### src/rtl/cmdq_regs.sv
module cmdq_regs #(
  parameter int ADDR_W   = 12,
  parameter int NUM_REGS = 32
) (
  input  logic              clk,
  input  logic              rst_n,
  input  logic [ADDR_W-1:0] bus_addr,
  input  logic              bus_we,
  input  logic [31:0]       bus_wdata,
  output logic [31:0]       bus_rdata,
  output logic              irq
);
  localparam int IDX_W = $clog2(NUM_REGS);
  localparam logic [IDX_W-1:0] I_END  = IDX_W'(5);
  localparam logic [IDX_W-1:0] I_WP   = IDX_W'(6);
  localparam logic [IDX_W-1:0] I_RP   = IDX_W'(7);
  localparam logic [IDX_W-1:0] I_CTRL = IDX_W'(8);
  localparam logic [IDX_W-1:0] I_STAT = IDX_W'(9);
  localparam logic [31:0] PTR_MASK  = 32'h0003_FFFF;
  localparam logic [31:0] CTRL_MASK = 32'hBFEF_F07F;
  localparam logic [31:0] DONE_BITS = 32'h0000_0030;
  localparam logic [31:0] STAT_INIT = 32'hF800_0000;
  localparam logic [31:0] SKIP_KEY  = 32'hEE88_2266;

  logic [31:0] mem [NUM_REGS];
  logic        armed;

  wire             hit   = (bus_addr[ADDR_W-1:IDX_W+2] == '0) && (bus_addr[1:0] == 2'b00);
  wire [IDX_W-1:0] idx   = bus_addr[IDX_W+1:2];
  wire             wr    = bus_we && hit;
  wire             wr_wp = wr && (idx == I_WP);
  wire             wr_st = wr && (idx == I_STAT);
  wire             done_en = |(mem[I_CTRL] & DONE_BITS);

  assign bus_rdata = hit ? mem[idx] : 32'h0;

  always_ff @(posedge clk) begin
    if (!rst_n) begin
      for (int i = 0; i < NUM_REGS; i++)
        mem[i] <= (i == int'(I_STAT)) ? STAT_INIT : 32'h0;
      armed <= 1'b0;
      irq   <= 1'b0;
    end else if (wr) begin
      case (idx)
        I_END:  mem[I_END] <= bus_wdata & PTR_MASK;
        I_WP: begin
          mem[I_WP] <= bus_wdata & PTR_MASK;
          mem[I_RP] <= bus_wdata & PTR_MASK;
          if (armed) armed <= 1'b0;
          else begin
            mem[I_STAT] <= mem[I_STAT] | DONE_BITS;
            if (done_en) irq <= 1'b1;
          end
        end
        I_RP:   if (bus_wdata == SKIP_KEY) armed <= 1'b1;
        I_CTRL: mem[I_CTRL] <= bus_wdata & CTRL_MASK;
        I_STAT: if (|(bus_wdata & DONE_BITS)) begin
          mem[I_STAT] <= mem[I_STAT] & ~DONE_BITS;
          irq <= 1'b0;
        end
        default: mem[idx] <= bus_wdata;
      endcase
    end
  end

  a_r3_rp_echo: assert property (@(posedge clk) disable iff (!rst_n)
    wr_wp |=> mem[I_RP] == ($past(bus_wdata) & PTR_MASK));
  a_r4_rp_kept: assert property (@(posedge clk) disable iff (!rst_n)
    (wr && idx == I_RP) |=> $stable(mem[I_RP]));
  a_r5_skip_quiet: assert property (@(posedge clk) disable iff (!rst_n)
    (wr_wp && armed) |=> $stable(mem[I_STAT]) && $stable(irq) && !armed);
  a_r6_irq_rise: assert property (@(posedge clk) disable iff (!rst_n)
    (wr_wp && !armed && done_en) |=> irq);
  a_r8_irq_drop: assert property (@(posedge clk) disable iff (!rst_n)
    (wr_st && |(bus_wdata & DONE_BITS)) |=> !irq);
  a_r10_irq_hold: assert property (@(posedge clk) disable iff (!rst_n)
    !(wr_wp || wr_st) |=> $stable(irq));
endmodule

### config.mk
export PLATFORM = sky130hd
export DESIGN_NAME = cmdq_regs
export DESIGN_NICKNAME = d
export VERILOG_FILES = /design/src/rtl/cmdq_regs.sv
export SDC_FILE = /design/constraint.sdc
export NUM_CORES = 1
export LEC_CHECK = 0
export ABC_CLOCK_PERIOD_IN_PS = 6900
export BUFFER_PORTS_ARGS = -buffer_cell sky130_fd_sc_hd__buf_2
export CORE_MARGIN = 2
export CORE_UTILIZATION = 40
export DETAILED_ROUTE_END_ITERATION = 16
export PLACE_DENSITY_LB_ADDON = 0.1
export REMOVE_ABC_BUFFERS = 1
export SLEW_MARGIN = 20
export SYNTH_ARGS = -nofsm -noshare
export SYNTH_HDL_FRONTEND = slang
export SYNTH_SLANG_ARGS = --single-unit
### constraint.sdc
create_clock -name clk -period 6.9 [get_ports clk]
set_clock_uncertainty 0.05 [all_clocks]
set_input_delay 0.69 -clock clk [delete_from_list [all_inputs] [get_ports clk]]
set_output_delay 0.69 -clock clk [all_outputs]
set_load 0.05 [all_outputs]
# After elaboration in Yosys (flattened, before gate mapping)
# Memories as Yosys holds them, arrays and structs flattened.
# Index checks and enable logic that the tools add are counted.
# classes
eq_ne,12
n_mux,47
bitwise_logic,10
n_reduce_logical,14
# op_table
op,n
32-bit two-way mux,6
26-bit two-way mux,2
32-bit == test (second input constant),1
1-bit two-way mux,32
32-bit OR reduction,1
5-bit by 3-bit == test with 1-bit output (second input constant),3
5-bit by 4-bit == test with 1-bit output (second input constant),2
1-bit OR,10
4-bit two-way mux,2
2-bit inequality test (second input constant),3
5-bit logical NOT,1
5-bit two-way mux,1
5-bit AND reduction,1
5-bit OR reduction,1
2-bit two-way mux,2
1-bit case mux with 2 select lines,2
2-bit AND reduction,2
2-bit nonzero test,2
2-bit OR reduction,2
3-bit AND reduction,1
1-bit logical AND,2
2-bit logical NOT,1
0-bit inequality test,2
2-bit by 1-bit inequality test with 1-bit output (second input constant),1
# totals
regBits,2
ramBits,1024
out_inout_bits,33
elab_cells,86
mem_count,1
# mem_list
name,depth,word_bits,rd,rd_clocked_by_memory_dff,wr,line_no,source
mem,32,32,2,0,32,25,logic [31:0] mem [NUM_REGS];

# Logic depth before layout (Yosys ltp)
# Gate-level depths: netlist (run 1).
# depth
depth_word,9
ltp_mapped,8
mapped_depth_nobuf,4

# Least setup slack after synthesis (run 1)
# OpenSTA, ideal clock, no wires.
# synth_timing
path_kind,input -> register
startpoint,in bus_addr[5]
endpoint,"mem mem[8][0], enable pin"
arrival_time_ns,4.380
slack_ns,2.001
path_stages,5
n_path_buf,3
path_cell_list,clkbuf_1 -> or4b_2 -> clkbuf_1 -> clkbuf_1 -> o31ai_1
# synth_rtl
item,line_no,source
"start, declared",7,"input logic [ADDR_W-1:0] bus_addr,"
"end, declared",25,

# Worst setup path in the final report (run 1)
# layout_timing
startpoint,in bus_addr[2]
endpoint,out bus_rdata[3]
# layout_via
elab_chain_cells,2
# layout_lines
item,line_no,source
memory 32 x 32 bit,--,
32-bit two-way mux,35,assign bus_rdata = hit ? mem[idx] : 32'h0;
"end, declared",10,"output logic [31:0] bus_rdata,"
# Every way passes these cells.

==> results.txt, run 1 <==
* First DRT Iteration DRCs: 3,280
* Data required time at the worst endpoint: 6.16 ns
* Detailed-route via count: about 29k
* Time the final worst path needs with I/O delays and setup: about 4.7 ns
- The endpoint identified for the worst register-to-register timing path is mem[9][5].
- Worst R2R Start: armed
- Number of filler instances in the final layout: 10.1k
- Share of layout cells above drive strength 1: 12.2%
* Fraction of power consumed by the clock network: between 40% and 50%
- Wire length of the first global-routing pass: 226,000 µm
- In this run the core area contains 124 standard-cell rows.
- Root buffer cell: sky130_fd_sc_hd__clkbuf_16
* Combined global-route utilization of all metal layers: 27.5%
- In this run the static leakage power is 0.0194 µW.
- A synthesized cell averages roughly 14 µm².
* Setup crit start kind: primary input
* Post_cts resized: 0
* Unrepaired setup endpoints after global routing: no
* Portion of total power attributed to combinational logic: 6.6%
- Final worst-path cycle share: 68.4%
* Average via count per standard cell: 5.78
- For this run, the slowest stage of the critical path takes roughly 0.72 ns.
- The core region is 115,000 µm².
- Yosys printed 0 warnings.
- The number of antenna violations at the first check in global routing came to 15.
- The tightest hold path in the finished design has a slack of 0.399 ns.
- For this run, the register share of the synthesized area comes to 66.5%.
- M1 wire length: 69,400 µm
- Largest net degree at the start of global routing: between 90 and 100
* Met2 routed wirelength: roughly 75,000 µm
- Synth top area share: 66.4%
* Final Routed Wirelength: 163,000 µm
- Later-pin clock latency in the skew report: about 0.69 ns
* Outcome: completed
- Worst path buffer plus inverter count: 3
* Die Span X: 344 µm
- Area of combinational cells with multiple inputs: 14,900 µm²
- The detailed router used layers up to and including met5.
- Clock-pin slew was measured on the worst setup and hold paths at 0.06 ns.
- Post-detailed-route wirelength per cell: 32.9 µm
- Crit path setup slack, layout: approximately 2.2 ns
- Overall die area: 118,000 µm²
* Highest clock frequency the design can meet: between 200 and 250 MHz
- Along the worst hold path, the cell count comes to 2.
- Summed instance area of the synthesized netlist: 46,300 µm²
- Buffers placed on the I/O ports in this run total 79.
* Vias in the first global route: 28.8k
- Clock sink count: ~1.0k
* Endpoint of the worst hold-timing path: irq
- Power density relative to cell area: 268 nW/µm²
- Met3 routed WL: 12,700 µm
* Count of hold buffers inserted by post-cts repair: 0
- The area growth from synthesis to layout is 13.5%.
- Actual transition at the worst max-transition pin: 1.21 ns
- In this run the number of H-tree levels came out at 3.
- Height of the die: 344 µm
- Count of max-cap constraint violations: 0
- Walking the worst path, the cells encountered are buf_8, buf_4, mux2i_1, o22ai_1, nor4_1, a21oi_1, buf_2.
- Data arrival time of the critical path: roughly 4 ns
- Net load switching power: between 3000 and 4000 µW
* Sequential cell area: 30,800 µm²
- Fraction of power spent switching nets: 23.1%
- Antenna-violating nets left: 0
* Worst Hold Class: primary input to register
* Register-to-Register Setup Slack: 5.85 ns
* Post CTS Setup Buffer Count: 0
* Total half-perimeter wirelength after legalization and detailed placement: 92,800 µm
- The worst pin sits at a relative slew slack of 19.3%.
* NumNets Final: 3,388
- The worst setup path is of the primary input to primary output kind.
- The initial utilization of the core area, before any placement, comes to 40.4%.
* Crit-path leading delay family: buffers and inverters
* Remaining DRCs: 0
- Post-Synthesis Cells: 3,287
- Routability-driven placement finished with a final weighted congestion of 0.836.
* Setup total negative slack: 0 ns
- Slowest cell on crit path: sky130_fd_sc_hd__buf_4
* Count of distinct cell types in the synthesized netlist: 46
* Peak fanout along the critical path: 68
- The internal power of the cells totals 10,800 µW.
* Logic depth of the worst register-to-register path: 3
* Leading post-synthesis cells by cell area: sky130_fd_sc_hd__edfxtp_1 66%, sky130_fd_sc_hd__and2_1 13%, sky130_fd_sc_hd__mux2i_1 11%
- Max-slew violation count: 0
* I/O pin cnt: 80
- TritonCTS built the clock tree.
- IR analysis of the VDD net gives a maximum drop of 178 µV.
- Number of buffers inserted during clock tree synthesis: ~110
- Setup violations remaining at the end of the flow were counted as 0.
- Kind of end point of the critical path: primary output
* Clock tree buffer depth: 3
- The first detailed-routing pass took 7 iterations.
- Final hold viol count: 0
- In this run, flip-flops and latches consume around half of the power.
* Total global routing overflow: 0
- Synthesis inferred about 1k register bits.
- The synthesized design spends more area on one cell type than any other, namely sky130_fd_sc_hd__edfxtp_1.
* Startpoint of the tightest hold check path: rst_n
* Worst setup slack before clock tree synthesis: between 2 and 2.5 ns
==> flip-flops by register name, summed over array words and instances (netlist names) <==
signal	flops
mem	1024
irq	1
armed	1
==> area by class of cell <==
cell class / count / area share (%)
flip-flops and latches: 1026 / 58.6
multi-input cells: 2011 / 28.3
clock buffers: 132 / 5.52
well taps: 1512 / 3.60
repair buffers: 187 / 2.71
clock inverters: 76 / 1.24
diodes: 5 / 0.0238
inverters: 3 / 0.0214
==> cell families after synthesis <==
| family | synth area share, % |
|---|---|
| muxes | 11.1 |
| DFF | 66.5 |
| other | 0.0162 |
| AOI/OAI and AO/OA | 4.23 |
| and+or+nand+nor | 15.2 |
| buffers and inverters | 2.98 |
==> layer usage <==
metal  GRT usage [%]  vias to the layer above
li1                -                    12100
met1            39.2                    14992
met2            43.7                     1282
met3            3.94                      254
met4            8.39                        2
met5               0                        -
==> Yosys cell counts, drive strengths merged <==
master / instances
a21o: 2
a21oi: 33
a41o: 1
and2: 945
and4: 2
and4b: 1
buf: 71
clkbuf: 253
conb: 2
dfxtp: 2
edfxtp: 1024
inv: 3
mux2i: 512
nand2: 3
nand2b: 3
nand3: 6
nand3b: 1
nand4: 3
nand4b: 5
nand4bb: 6
nor2: 29
nor2b: 2
nor3: 2
nor3b: 1
nor4: 67
nor4b: 2
nor4bb: 6
o2111a: 1
o211a: 1
o211ai: 1
o21ai: 26
o22ai: 256
o31ai: 1
or3: 5
or4: 4
or4b: 5
==> placed cells by master, fill, tap and decap left out, types with 4 or more instances in the layout <==
cell / count
sky130_fd_sc_hd__buf_2: 78
sky130_fd_sc_hd__nand4bb_2: 4
sky130_fd_sc_hd__o22ai_1: 256
sky130_fd_sc_hd__diode_2: 5
sky130_fd_sc_hd__clkbuf_1: 19
sky130_fd_sc_hd__a21oi_1: 33
sky130_fd_sc_hd__clkbuf_16: 113
sky130_fd_sc_hd__inv_6: 4
sky130_fd_sc_hd__nand3_1: 6
sky130_fd_sc_hd__edfxtp_1: 1024
sky130_fd_sc_hd__nor4_2: 7
sky130_fd_sc_hd__clkinv_2: 23
sky130_fd_sc_hd__bufinv_16: 12
sky130_fd_sc_hd__nand4b_1: 5
sky130_fd_sc_hd__conb_1: 79
sky130_fd_sc_hd__nor2_4: 22
sky130_fd_sc_hd__clkinv_1: 37
sky130_fd_sc_hd__and2_1: 945
sky130_fd_sc_hd__nor2_2: 5
sky130_fd_sc_hd__buf_4: 95
sky130_fd_sc_hd__nor4bb_1: 6
sky130_fd_sc_hd__buf_12: 7
sky130_fd_sc_hd__buf_16: 6
sky130_fd_sc_hd__mux2i_1: 512
sky130_fd_sc_hd__o21ai_4: 26
sky130_fd_sc_hd__nor4_1: 60
==> how the worst max path moves through the flow <==
| stage | from | end | slack, ns | cells after the start |
|---|---|---|---|---|
| after global placement | bus_addr[2] | bus_rdata[3] | 2.12 | 7 |
| after floorplan | bus_addr[9] | mem[0][0] | 2.03 | 3 |
| after global routing | bus_addr[2] | bus_rdata[6] | 2.17 | 8 |
| final | bus_addr[2] | bus_rdata[3] | 2.18 | 7 |
| after CTS | bus_addr[2] | bus_rdata[6] | 2.15 | 8 |
| after detailed placement | bus_addr[2] | bus_rdata[6] | 2.17 | 8 |
==> power groups by stage <==
| stage | registers (µW) | logic (µW) | clock network (µW) |
|---|---|---|---|
| after floorplan | 7370 | 375 | 0 |
| after global placement | 7370 | 917 | 0 |
| after detailed placement | 7390 | 923 | 0 |
| after CTS | 7260 | 924 | 5980 |
| after global routing | 7290 | 964 | 6210 |
| final | 7260 | 926 | 5920 |
==> stage by stage <==
step,utilization [%],instances,total power [µW],cell area [µm²]
after detailed placement,42.8,4739,8310,49000
after CTS,45.9,4947,14200,52500
after global routing,45.9,4947,14500,52500
after floorplan,-,3040,7750,45200
final,45.9,4952,14100,52600
after global placement,42.6,4732,8290,48800
Power figures use the tool's default switching activity.
==> run 2: changes to the inputs <==
Settings changed: ABC_CLOCK_PERIOD_IN_PS 6900 to 3800.
Clock period 6.9 ns to 3.8 ns, I/O delays scaled along.
==> run 2 against run 1 <==
Clock power is 91% higher. Non-clock buffer count is 112 higher. Global-route usage is 0.15 points lower. Core utilization is 1.3 points higher. Largest cell class unchanged. Largest power group unchanged.
==> results.txt, run 2 (synthesized netlist as in run 1, its figures left out) <==
- The post-route netlist has 15.5% of its cells at a drive strength greater than 1.
- Data arrival time of the critical path: 3.21 ns
- Remaining DRCs: 0
* Count of hold buffers inserted by post-cts repair: 0
- The worst path meets setup with roughly 0.16 ns of slack.
* Power density relative to cell area: 487 nW/µm²
- Hold-critical path depth: 2
* Number of buffers inserted during clock tree synthesis: 113
- Area inside the core boundary: 115,000 µm²
- From left edge to right edge, the die measures 344 µm.
* Antenna-violating nets left: 0
- Max-slew violation count: 0
- Outcome: completed
* NumNets Final: 3,501
- The later pin in the worst-skew pair is clocked with a latency of 0.69 ns.
- The tightest hold path in the finished design has a slack of 0.120 ns.
* Post-placement cell count: 4,851
- Largest registers in the final layout: mem (1024), armed (1), irq (1)
- The die is approximately 340 µm tall.
- Gates resized during post-CTS repair numbered 0.
* Setup total negative slack: 0 ns
- R2R Path End: mem[9][5]
- The library cell used most frequently in the layout, excluding fill and tap cells, is sky130_fd_sc_hd__edfxtp_1.
- For this design the static power due to leakage is 0.0201 µW.
- Clock transition at path regs: 0.06 ns
- Number of antenna violations at the first check in global routing: 12
- Time the final worst path needs with I/O delays and setup: 3.64 ns
* Timing startpoint of the critical path: bus_addr[2]
- The via count of the first global-routing pass came to 29.2k.
- Entering global routing, the biggest net connects between 40 and 50 pins.
* Setup crit start kind: primary input
* Slew HR: 34.7%
* Type of the worst setup path: primary input to primary output
- In this run the worst path has a maximum fanout of 43.
- The register with the most flip-flops in the layout has 1,024 of them.
* Post-detailed-route wirelength per cell: 31.8 µm
- Before antenna repair, the detailed router went through 6 iterations.
- For this run, the top clock speed supported by timing is 275 MHz.
- Setup violations remaining at the end of the flow were counted as 0.
* Detailed-route via count: 28.9k
* Worst setup slack before clock tree synthesis: slightly below 0.2 ns
- Relative to the synthesized area, the layout overhead comes to 16.6%.
* Row count: between 100 and 150
- Global placer's final weighted congestion: between 0.8 and 0.9
- Wire length of the first global-routing pass: ~230,000 µm
- Register-to-Register Setup Slack: 2.75 ns
- For this configuration, the core starts out at a cell density of 40.4%.
* Data required time at the worst endpoint: 3.37 ns
- Final Routed Wirelength: 161,000 µm
- Overall die area: 118,000 µm²
- Measured in cells, the most critical reg-to-reg path has a length of 3.
- The worst path uses between 90 and 100% of the clock period.
- Root buffer cell: sky130_fd_sc_hd__clkbuf_16
* Worst R2R Start: armed
- Worst Hold Class: primary input to register
* Combined global-route utilization of all metal layers: between 20 and 30%
- Level count of the clock H-tree: 3
- In the layout the commonest cells are 1,024 x sky130_fd_sc_hd__edfxtp_1, 945 x sky130_fd_sc_hd__and2_1, 512 x sky130_fd_sc_hd__mux2i_1, 256 x sky130_fd_sc_hd__o22ai_1, 174 x sky130_fd_sc_hd__buf_4.
* Total global routing overflow: 0
- Clock tree buffer depth: 3
- Number of standard cells in the layout, taps in and fillers out: 5,068
- For this block, the initial DRC count from the detailed router was 3,229.
* Actual transition at the worst max-transition pin: approximately 0.97 ns
- Register name with the most flops: mem
- Clock sink count: 1,026
- Unrepaired setup endpoints after global routing: no
- Once layout is complete, the utilization of the core stands at approximately 47%.
* Average via count per standard cell: 5.69
- Total half-perimeter wirelength after legalization and detailed placement: between 90,000 and 100,000 µm
- The tool flagged a number of max-cap violations equal to 0.
- Capturing element of the worst setup path: bus_rdata[0]
- Post CTS Setup Buffer Count: 0
- The final-report hold violation count came to 0.
- CTS tree: done
- Across the VDD grid, the largest voltage drop is 347 µV.
* Port bufs: 79
* I/O pin cnt: 80
- Kind of end point of the critical path: primary output
## run 2: cell count changes in the layout (fill, tap and decap cells not counted), sizes merged
| cell | delta |
|---|---|
| clkbuf | +5 |
| bufinv | +5 |
| clkinvlp | +7 |
| inv | -1 |
| clkinv | -14 |
| diode | +2 |
| buf | +112 |
## run 2: how the worst min path moves through the flow
stage	startpoint	to	slack, ns
2_1_floorplan	armed	armed	0.41
3_3_place_gp	armed	armed	0.43
3_5_place_dp	armed	armed	0.45
4_1_cts	bus_wdata[3]	armed	0.07
5_1_grt	bus_wdata[3]	armed	0.11
6_report	bus_wdata[17]	mem[7][17]	0.12
## run 2: routing by layer
metal | track usage (%) | part of all wire, %
met1 | 38.3 | 43
met2 | 43.7 | 47
met3 | 3.78 | 6.9
met4 | 9.63 | 3.8
met5 | 0 | 0.0062
## run 2: layout make-up
| cell class | count | area [µm²] |
|---|---|---|
| Antenna cell | 7 | 17.5 |
| Clock buffer | 137 | 2990 |
| Clock inverter | 73 | 800 |
| Fill cell | 9985 | 60500 |
| Inverter | 3 | 11.3 |
| Multi-Input combinational cell | 2011 | 14900 |
| Sequential cell | 1026 | 30800 |
| Tap cell | 1512 | 1890 |
| Timing Repair Buffer | 299 | 2630 |
## run 2: worst max-delay path: stages
cell and delay (ns):
sky130_fd_sc_hd__buf_8 0.47, sky130_fd_sc_hd__buf_12 0.29, sky130_fd_sc_hd__buf_4 0.21, sky130_fd_sc_hd__mux2i_1 0.33, sky130_fd_sc_hd__o22ai_1 0.14, sky130_fd_sc_hd__nor4_1 0.75
sky130_fd_sc_hd__a21oi_1 0.24, sky130_fd_sc_hd__buf_2 0.29
## run 2: power breakdown
| group | switching [µW] | internal [µW] |
|---|---|---|
| registers | 153 | 13000 |
| clock network | 4590 | 6720 |
| logic | 1250 | 567 |
## run 2: through the flow
step	cell area [µm²]	power, µW
final	54000	26300
after CTS	54000	26400
after global placement	50200	15200
after global routing	54000	27000
after detailed placement	50200	15200
after floorplan	45200	14100
